--- config.mk ---
export PLATFORM = sky130hd
export DESIGN_NAME = crc_byte_tracker
export DESIGN_NICKNAME = d
export VERILOG_FILES = /design/src/rtl/crc_chk_pkg.sv /design/src/rtl/crc_byte_tracker.sv
export SDC_FILE = /design/constraint.sdc
export NUM_CORES = 1
export LEC_CHECK = 0
export BUFFER_PORTS_ARGS = -buffer_cell sky130_fd_sc_hd__buf_2
export CORE_MARGIN = 2
export CORE_UTILIZATION = 35
export DETAILED_ROUTE_END_ITERATION = 16
export HOLD_SLACK_MARGIN = 0.06
export SLEW_MARGIN = 20
export SYNTH_ARGS = -nofsm -noshare
export SYNTH_HDL_FRONTEND = slang
export SYNTH_SLANG_ARGS = --single-unit
--- constraint.sdc ---
create_clock -name clk -period 6.8 [get_ports clk]
set_clock_uncertainty 0.15 [all_clocks]
set_input_delay 0.34 -clock clk [delete_from_list [all_inputs] [get_ports clk]]
set_output_delay 0.34 -clock clk [all_outputs]
set_load 0.01 [all_outputs]
--- src/rtl/crc_chk_pkg.sv ---
package crc_chk_pkg;
  localparam int CRC_W  = 32;
  localparam int BYTE_W = 8;
  localparam int STRT_W = 8;
  localparam int IDX_W  = 16;
  localparam int FLD_N  = CRC_W / BYTE_W;

  typedef struct packed {
    logic [CRC_W-1:0]  poly0;
    logic [CRC_W-1:0]  poly1;
    logic              poly_sel;
    logic [STRT_W-1:0] start_ofs;
    logic [IDX_W-1:0]  end_ofs;
    logic [IDX_W-1:0]  crc_pos;
    logic              mirror;
    logic              invert;
    logic              fcoe;
    logic              use_crc;
  } chk_cfg_t;

  function automatic logic [BYTE_W-1:0] flip_bits(input logic [BYTE_W-1:0] b);
    logic [BYTE_W-1:0] r;
    for (int k = 0; k < BYTE_W; k++) r[k] = b[BYTE_W-1-k];
    return r;
  endfunction

  function automatic logic [CRC_W-1:0] crc_step(input logic [CRC_W-1:0] c,
                                                input logic [BYTE_W-1:0] b,
                                                input logic [CRC_W-1:0] poly);
    logic [CRC_W-1:0] r;
    r = c ^ {b, {(CRC_W-BYTE_W){1'b0}}};
    for (int k = 0; k < BYTE_W; k++)
      r = r[CRC_W-1] ? ((r << 1) ^ poly) : (r << 1);
    return r;
  endfunction
endpackage

--- src/rtl/crc_byte_tracker.sv ---
module crc_byte_tracker
  import crc_chk_pkg::*;
(
  input  logic              clk,
  input  logic              rst,
  input  logic              in_valid,
  input  logic              in_sop,
  input  logic              in_eop,
  input  logic [BYTE_W-1:0] in_data,
  input  logic [STRT_W-1:0] start_ofs,
  input  logic [IDX_W-1:0]  end_ofs,
  input  logic [IDX_W-1:0]  crc_pos,
  input  logic              mirror,
  input  logic              fcoe,
  output logic              beat_ok,
  output logic              beat_eop,
  output logic              pkt_open,
  output logic              cov_hit,
  output logic              field_hit,
  output logic [BYTE_W-1:0] feed_byte,
  output logic [IDX_W-1:0]  byte_cnt
);
  localparam logic [IDX_W-1:0] IDX_MAX = '1;

  logic [IDX_W-1:0] cnt_q;
  logic             open_q;
  logic [IDX_W-1:0] idx;
  logic [IDX_W:0]   idx_x, pos_x;
  logic             past_end;
  logic [BYTE_W-1:0] masked;

  assign beat_ok  = in_valid && (in_sop || open_q);
  assign beat_eop = beat_ok && in_eop;
  assign idx      = in_sop ? '0 : cnt_q;
  assign idx_x    = {1'b0, idx};
  assign pos_x    = {1'b0, crc_pos};

  assign field_hit = (idx_x >= pos_x) && (idx_x < pos_x + (IDX_W+1)'(FLD_N));
  assign past_end  = fcoe ? in_eop : (idx > end_ofs);
  assign cov_hit   = beat_ok && (idx >= IDX_W'(start_ofs)) && !past_end;

  assign masked    = field_hit ? '0 : in_data;
  assign feed_byte = mirror ? flip_bits(masked) : masked;

  always_ff @(posedge clk) begin
    if (rst) begin
      cnt_q  <= '0;
      open_q <= 1'b0;
    end else if (beat_ok) begin
      cnt_q  <= (idx == IDX_MAX) ? idx : idx + 1'b1;
      open_q <= !in_eop;
    end
  end

  assign pkt_open = open_q;
  assign byte_cnt = cnt_q;
endmodule

Yosys cells after proc, flatten, opt, wreduce, memory -nomap -nowiden --
Index checks and enable logic that the tools add are counted. Widths: inputs -> output; s select.
Word-level totals: bits in registers 17, bits of input ports 55, output and inout port bits 29, word-level logic and storage cells 22
Cells by class: add/sub/neg operators 2, reduce and logical (&&, ||, !) cells 8, magnitude comparators 4, equal/unequal tests 1, muxes and demuxes 5
Operators with widths (number):
- $mux 16 | 2
- $add 16x3->17 const B | 1
- $lt 16x17->1 | 1
- $add 16x1->16 const B | 1
- $eq 16x16->1 const B | 1
- $ge 16x16->1 | 1
- $ge 16x8->1 | 1
- $gt 16x16->1 | 1
- $mux 8 | 2
- $logic_and 1x1->1 | 5
- $logic_not 1->1 | 2
- $logic_or 1x1->1 | 1
- $mux 1 | 1

Longest topological paths before layout --
depth after elaboration 5, depth in mapped cells 13, gate-level depth less buffers 13

Worst setup path after synthesis --
No wires, ideal clock.
path type input-to-output, start point in crc_pos[6], end point out field_hit, data required time 6.310 ns, slack 3.458 ns, arrival time 2.852 ns, cell stages on the path 13, cells stage by stage inv_1 -> nor4_4 -> nand2_1 -> nor4_1 -> nand2_1 -> xnor2_1 -> ha_1 -> nand3_1 -> nand2_1 -> a21oi_1 -> nor2b_1 -> o311ai_1 -> and2_1
On the way: cells in the longest elaborated chain, start to end 3, elaborated cells between the ends (all ways) 4, those cells by class 1 x add/sub; 2 x order compare; 1 x reduce/logical
RTL lines:
- from (decl) | RTL line crc_byte_tracker.sv:12 | input logic [IDX_W-1:0] crc_pos,
- $add 16x3->17 | RTL line crc_byte_tracker.sv:38 | assign field_hit = (idx_x >= pos_x) && (idx_x < pos_x + (IDX_W+1)'(FLD_N));
- $lt 16x17->1 | RTL line crc_byte_tracker.sv:38
- $logic_and 1x1->1 (*) | RTL line crc_byte_tracker.sv:38
- to (decl) | RTL line crc_byte_tracker.sv:19 | output logic field_hit,
Every way passes the cells marked *; elsewhere a longest branch is shown, timed or not.

Final worst setup path --
Same ends and word-level chain as after synthesis.

==> impl_metrics.env <==
export IMPL_worstMarginPinSlew_ns=0.971
export IMPL_critPathMaxStageDelay_ns=0.83
export IMPL_insertion_delay_ns=0.25
export IMPL_grt_max_degree=24
export IMPL_p_sw_frac=0.317
export IMPL_cts_tree="done"
export IMPL_powerDensity_nw_per_um2=80.7
export IMPL_p_leak_nw=1.71
export IMPL_totalWireLength_mm=7.09
export IMPL_crit_required_ns=6.31
export IMPL_criticalPathCategory="in2out"
export IMPL_syn_to_final_growth_pct=20.9
export IMPL_layout_commonest_cell="buf_2"
export IMPL_drive_gt1_frac=0.227
export IMPL_finalNetCount=539
export IMPL_multi_input_area_um2=2130
export IMPL_drtIter0Drc=81
export IMPL_fin_crit_ns=4.05
export IMPL_synth_avg_cell_area_um2=7.67
export IMPL_crit_buf_inv=3
export IMPL_yosysWarningCount=0
export IMPL_critPathSlowestCell="o311ai_1"
export IMPL_fp_row_count=31
export IMPL_synth_top_flop_cell="dfxtp_1"
export IMPL_grt_first_pass_wirelength_mm=12.1
export IMPL_rsz0062_at_grt="no"
export IMPL_hold_ws_ns=0.211
export IMPL_total_power_w=0.000260
export IMPL_avgRoutedWirePerCell_um=13.5
export IMPL_cts_buffers=3
export IMPL_start_kind="input pin"
export IMPL_regArea_um2=340
export IMPL_cts_setup_buffers=0
export IMPL_cp_end_kind="primary output"
export IMPL_route_detailed_drc=0
export IMPL_worst_slack_ns=2.75
export IMPL_core_region_area_um2=7330
export IMPL_start_util=0.364
export IMPL_grt_use_total=0.172
export IMPL_max_vdd_ir_drop_v=0.000101
export IMPL_route_vias_total=2725
export IMPL_r2r_setup_slack_ns=3.82
export IMPL_dp_hpwl_mm=5.97
export IMPL_ctsHoldBuffers=0
export IMPL_grt_overflow=0
export IMPL_ys_async_sr_fraction=0
export IMPL_seqPwrFrac=0.391
export IMPL_clkPwrFrac=0.299
export IMPL_critical_path_max_fanout=9
export IMPL_die_area_um2=8340
export IMPL_clk_pin_slew_ns=0.07
export IMPL_max_freq_mhz=247
export IMPL_cts_sinks=17
export IMPL_postSynthCellCount=348
export IMPL_die_w_um=91.3
export IMPL_dp_cells=522
export IMPL_final_period_utilization=0.595
export IMPL_drv_cap=0
export IMPL_drt_antenna_violating_nets=0
export IMPL_setup_violations=0
export IMPL_status="complete, no violations"
export IMPL_fin_tns_setup_ns=0
export IMPL_yosysSeqAreaShare=0.128
export IMPL_fillerInstances=793
export IMPL_synth_seq_cells=17
export IMPL_worst_slew_margin_rel=0.343
export IMPL_place_ws_ns=2.84
export IMPL_syn_area_um2=2670
export IMPL_place_gp_congestion=0.863
export IMPL_power_internal_w=0.000178
export IMPL_crit_family="simple AND/OR/NAND/NOR gates"
export IMPL_root_buffer="clkbuf_8"
export IMPL_syn_nets=459
export IMPL_io_pins=84
export IMPL_fp_dieH_um=91.3
export IMPL_min_path_type="in2reg"
export IMPL_slew_violations=0
export IMPL_hold_viol_final=0
export IMPL_clock_path_buffers=2
export IMPL_synthDistinctLibCells=47
export IMPL_final_cell_mix="buf_2 (83), ha_1 (56), inv_1 (42), nand2_1 (27), a21oi_1 (24)"
export IMPL_power_frac_comb=0.310
export IMPL_via_per_inst=5.18
export IMPL_port_buffers=83
export IMPL_h_tree_depth=1
export IMPL_antenna_found_initial=0
export IMPL_grt_pass1_vias=2682
export IMPL_cts_resized=0
export IMPL_diodes=0
export IMPL_switching_power_w=0.0000825
export IMPL_stdcell_count=526
export IMPL_critPathMostFrequentCell="nand2_1"
export IMPL_synth_enable_flop_cells=0
export IMPL_critPathArrivalTime_ns=3.56
export IMPL_firstDrtPassIters=4
export IMPL_worstPathCellList="buf_2 -> inv_1 -> nor4_4 -> nand2_1 -> nor4_1 -> nand2_1 -> xnor2_1 -> ha_1 -> nand3_1 -> nand2_1 -> a21oi_1 -> nor2b_1 -> o311ai_1 -> and2_1 -> buf_2"
layout make-up:
cell class	count	share of cell area
multi-input combinational	279	0.661
timing repair buffer	84	0.131
sequential	17	0.106
inverter	43	0.0500
tap	99	0.0384
clock buffer	4	0.0140
logic make-up after synthesis:
logic type      count (synthesis)  share of synthesized area
simple gates                  128                      0.261
compound gates                 62                      0.163
fa+ha+maj                      56                      0.263
buf+inv                        52                     0.0736
xor+xnor                       24                     0.0788
flops                          17                      0.128
mux                             9                     0.0338
registers in the layout, summed over array words and instances, names as in the netlist:
signal and flops:
pkt_open 1, byte_cnt 16
per-layer routing:
metal / part of all wire / GRT usage / vias up / wire, um
li1: - / - / 1400 / -
met1: 0.47 / 0.235 / 1252 / 3360
met2: 0.47 / 0.306 / 71 / 3360
met3: 0.049 / 0.0149 / 2 / 345
met4: 0.0027 / 0.0139 / 0 / 19
met5: 0 / 0 / - / 0
stage by stage:
| stage | cell area [um^2] | utilization |
|---|---|---|
| 2_1_floorplan | 2670 | - |
| 6_report | 3230 | 0.440 |
| 3_5_place_dp | 3180 | 0.434 |
| 5_1_grt | 3230 | 0.440 |
| 3_3_place_gp | 3180 | 0.434 |
| 4_1_cts | 3230 | 0.440 |
power groups by stage:
stage                     registers (W)   logic, W  clock network [W]
after floorplan                0.000104  0.0000467                  0
after global placement         0.000104  0.0000795                  0
after detailed placement       0.000104  0.0000811                  0
after CTS                      0.000102  0.0000815          0.0000792
after global routing           0.000102  0.0000918          0.0000827
final                          0.000102  0.0000807          0.0000779
cell usage after synthesis, types with 2 or more instances:
cell type / n / area [um^2]
a211oi_1: 3 / 22.5
nand2_1: 27 / 101
xnor2_1: 15 / 131
o21ai_0: 8 / 40.0
nor2_1: 22 / 82.6
dfxtp_1: 17 / 340
clkbuf_1: 6 / 22.5
mux2i_1: 9 / 90.1
nor4_1: 6 / 37.5
and2_1: 3 / 18.8
a21oi_1: 24 / 120
buf_1: 2 / 7.51
xor2_1: 9 / 78.8
nand4_1: 14 / 87.6
inv_1: 42 / 158
a2111oi_0: 3 / 26.3
nand3_1: 10 / 50.1
nor3_1: 11 / 55.1
nor3b_1: 2 / 15.0
nand2b_1: 4 / 25.0
or4_1: 2 / 15.0
a21o_1: 10 / 75.1
ha_1: 56 / 701
o211ai_1: 2 / 15.0
nor2b_1: 18 / 113
a31oi_1: 2 / 12.5
path summary, 6_finish.rpt:
path,start,to,cells after the start
setup / recovery,crc_pos[6],field_hit,15
hold / removal,in_valid,byte_cnt[14],2
setup reg to reg,byte_cnt[1],byte_cnt[10],8
hold reg to reg,pkt_open,pkt_open,2
Note: power is estimated with default switching activity, not from simulation.
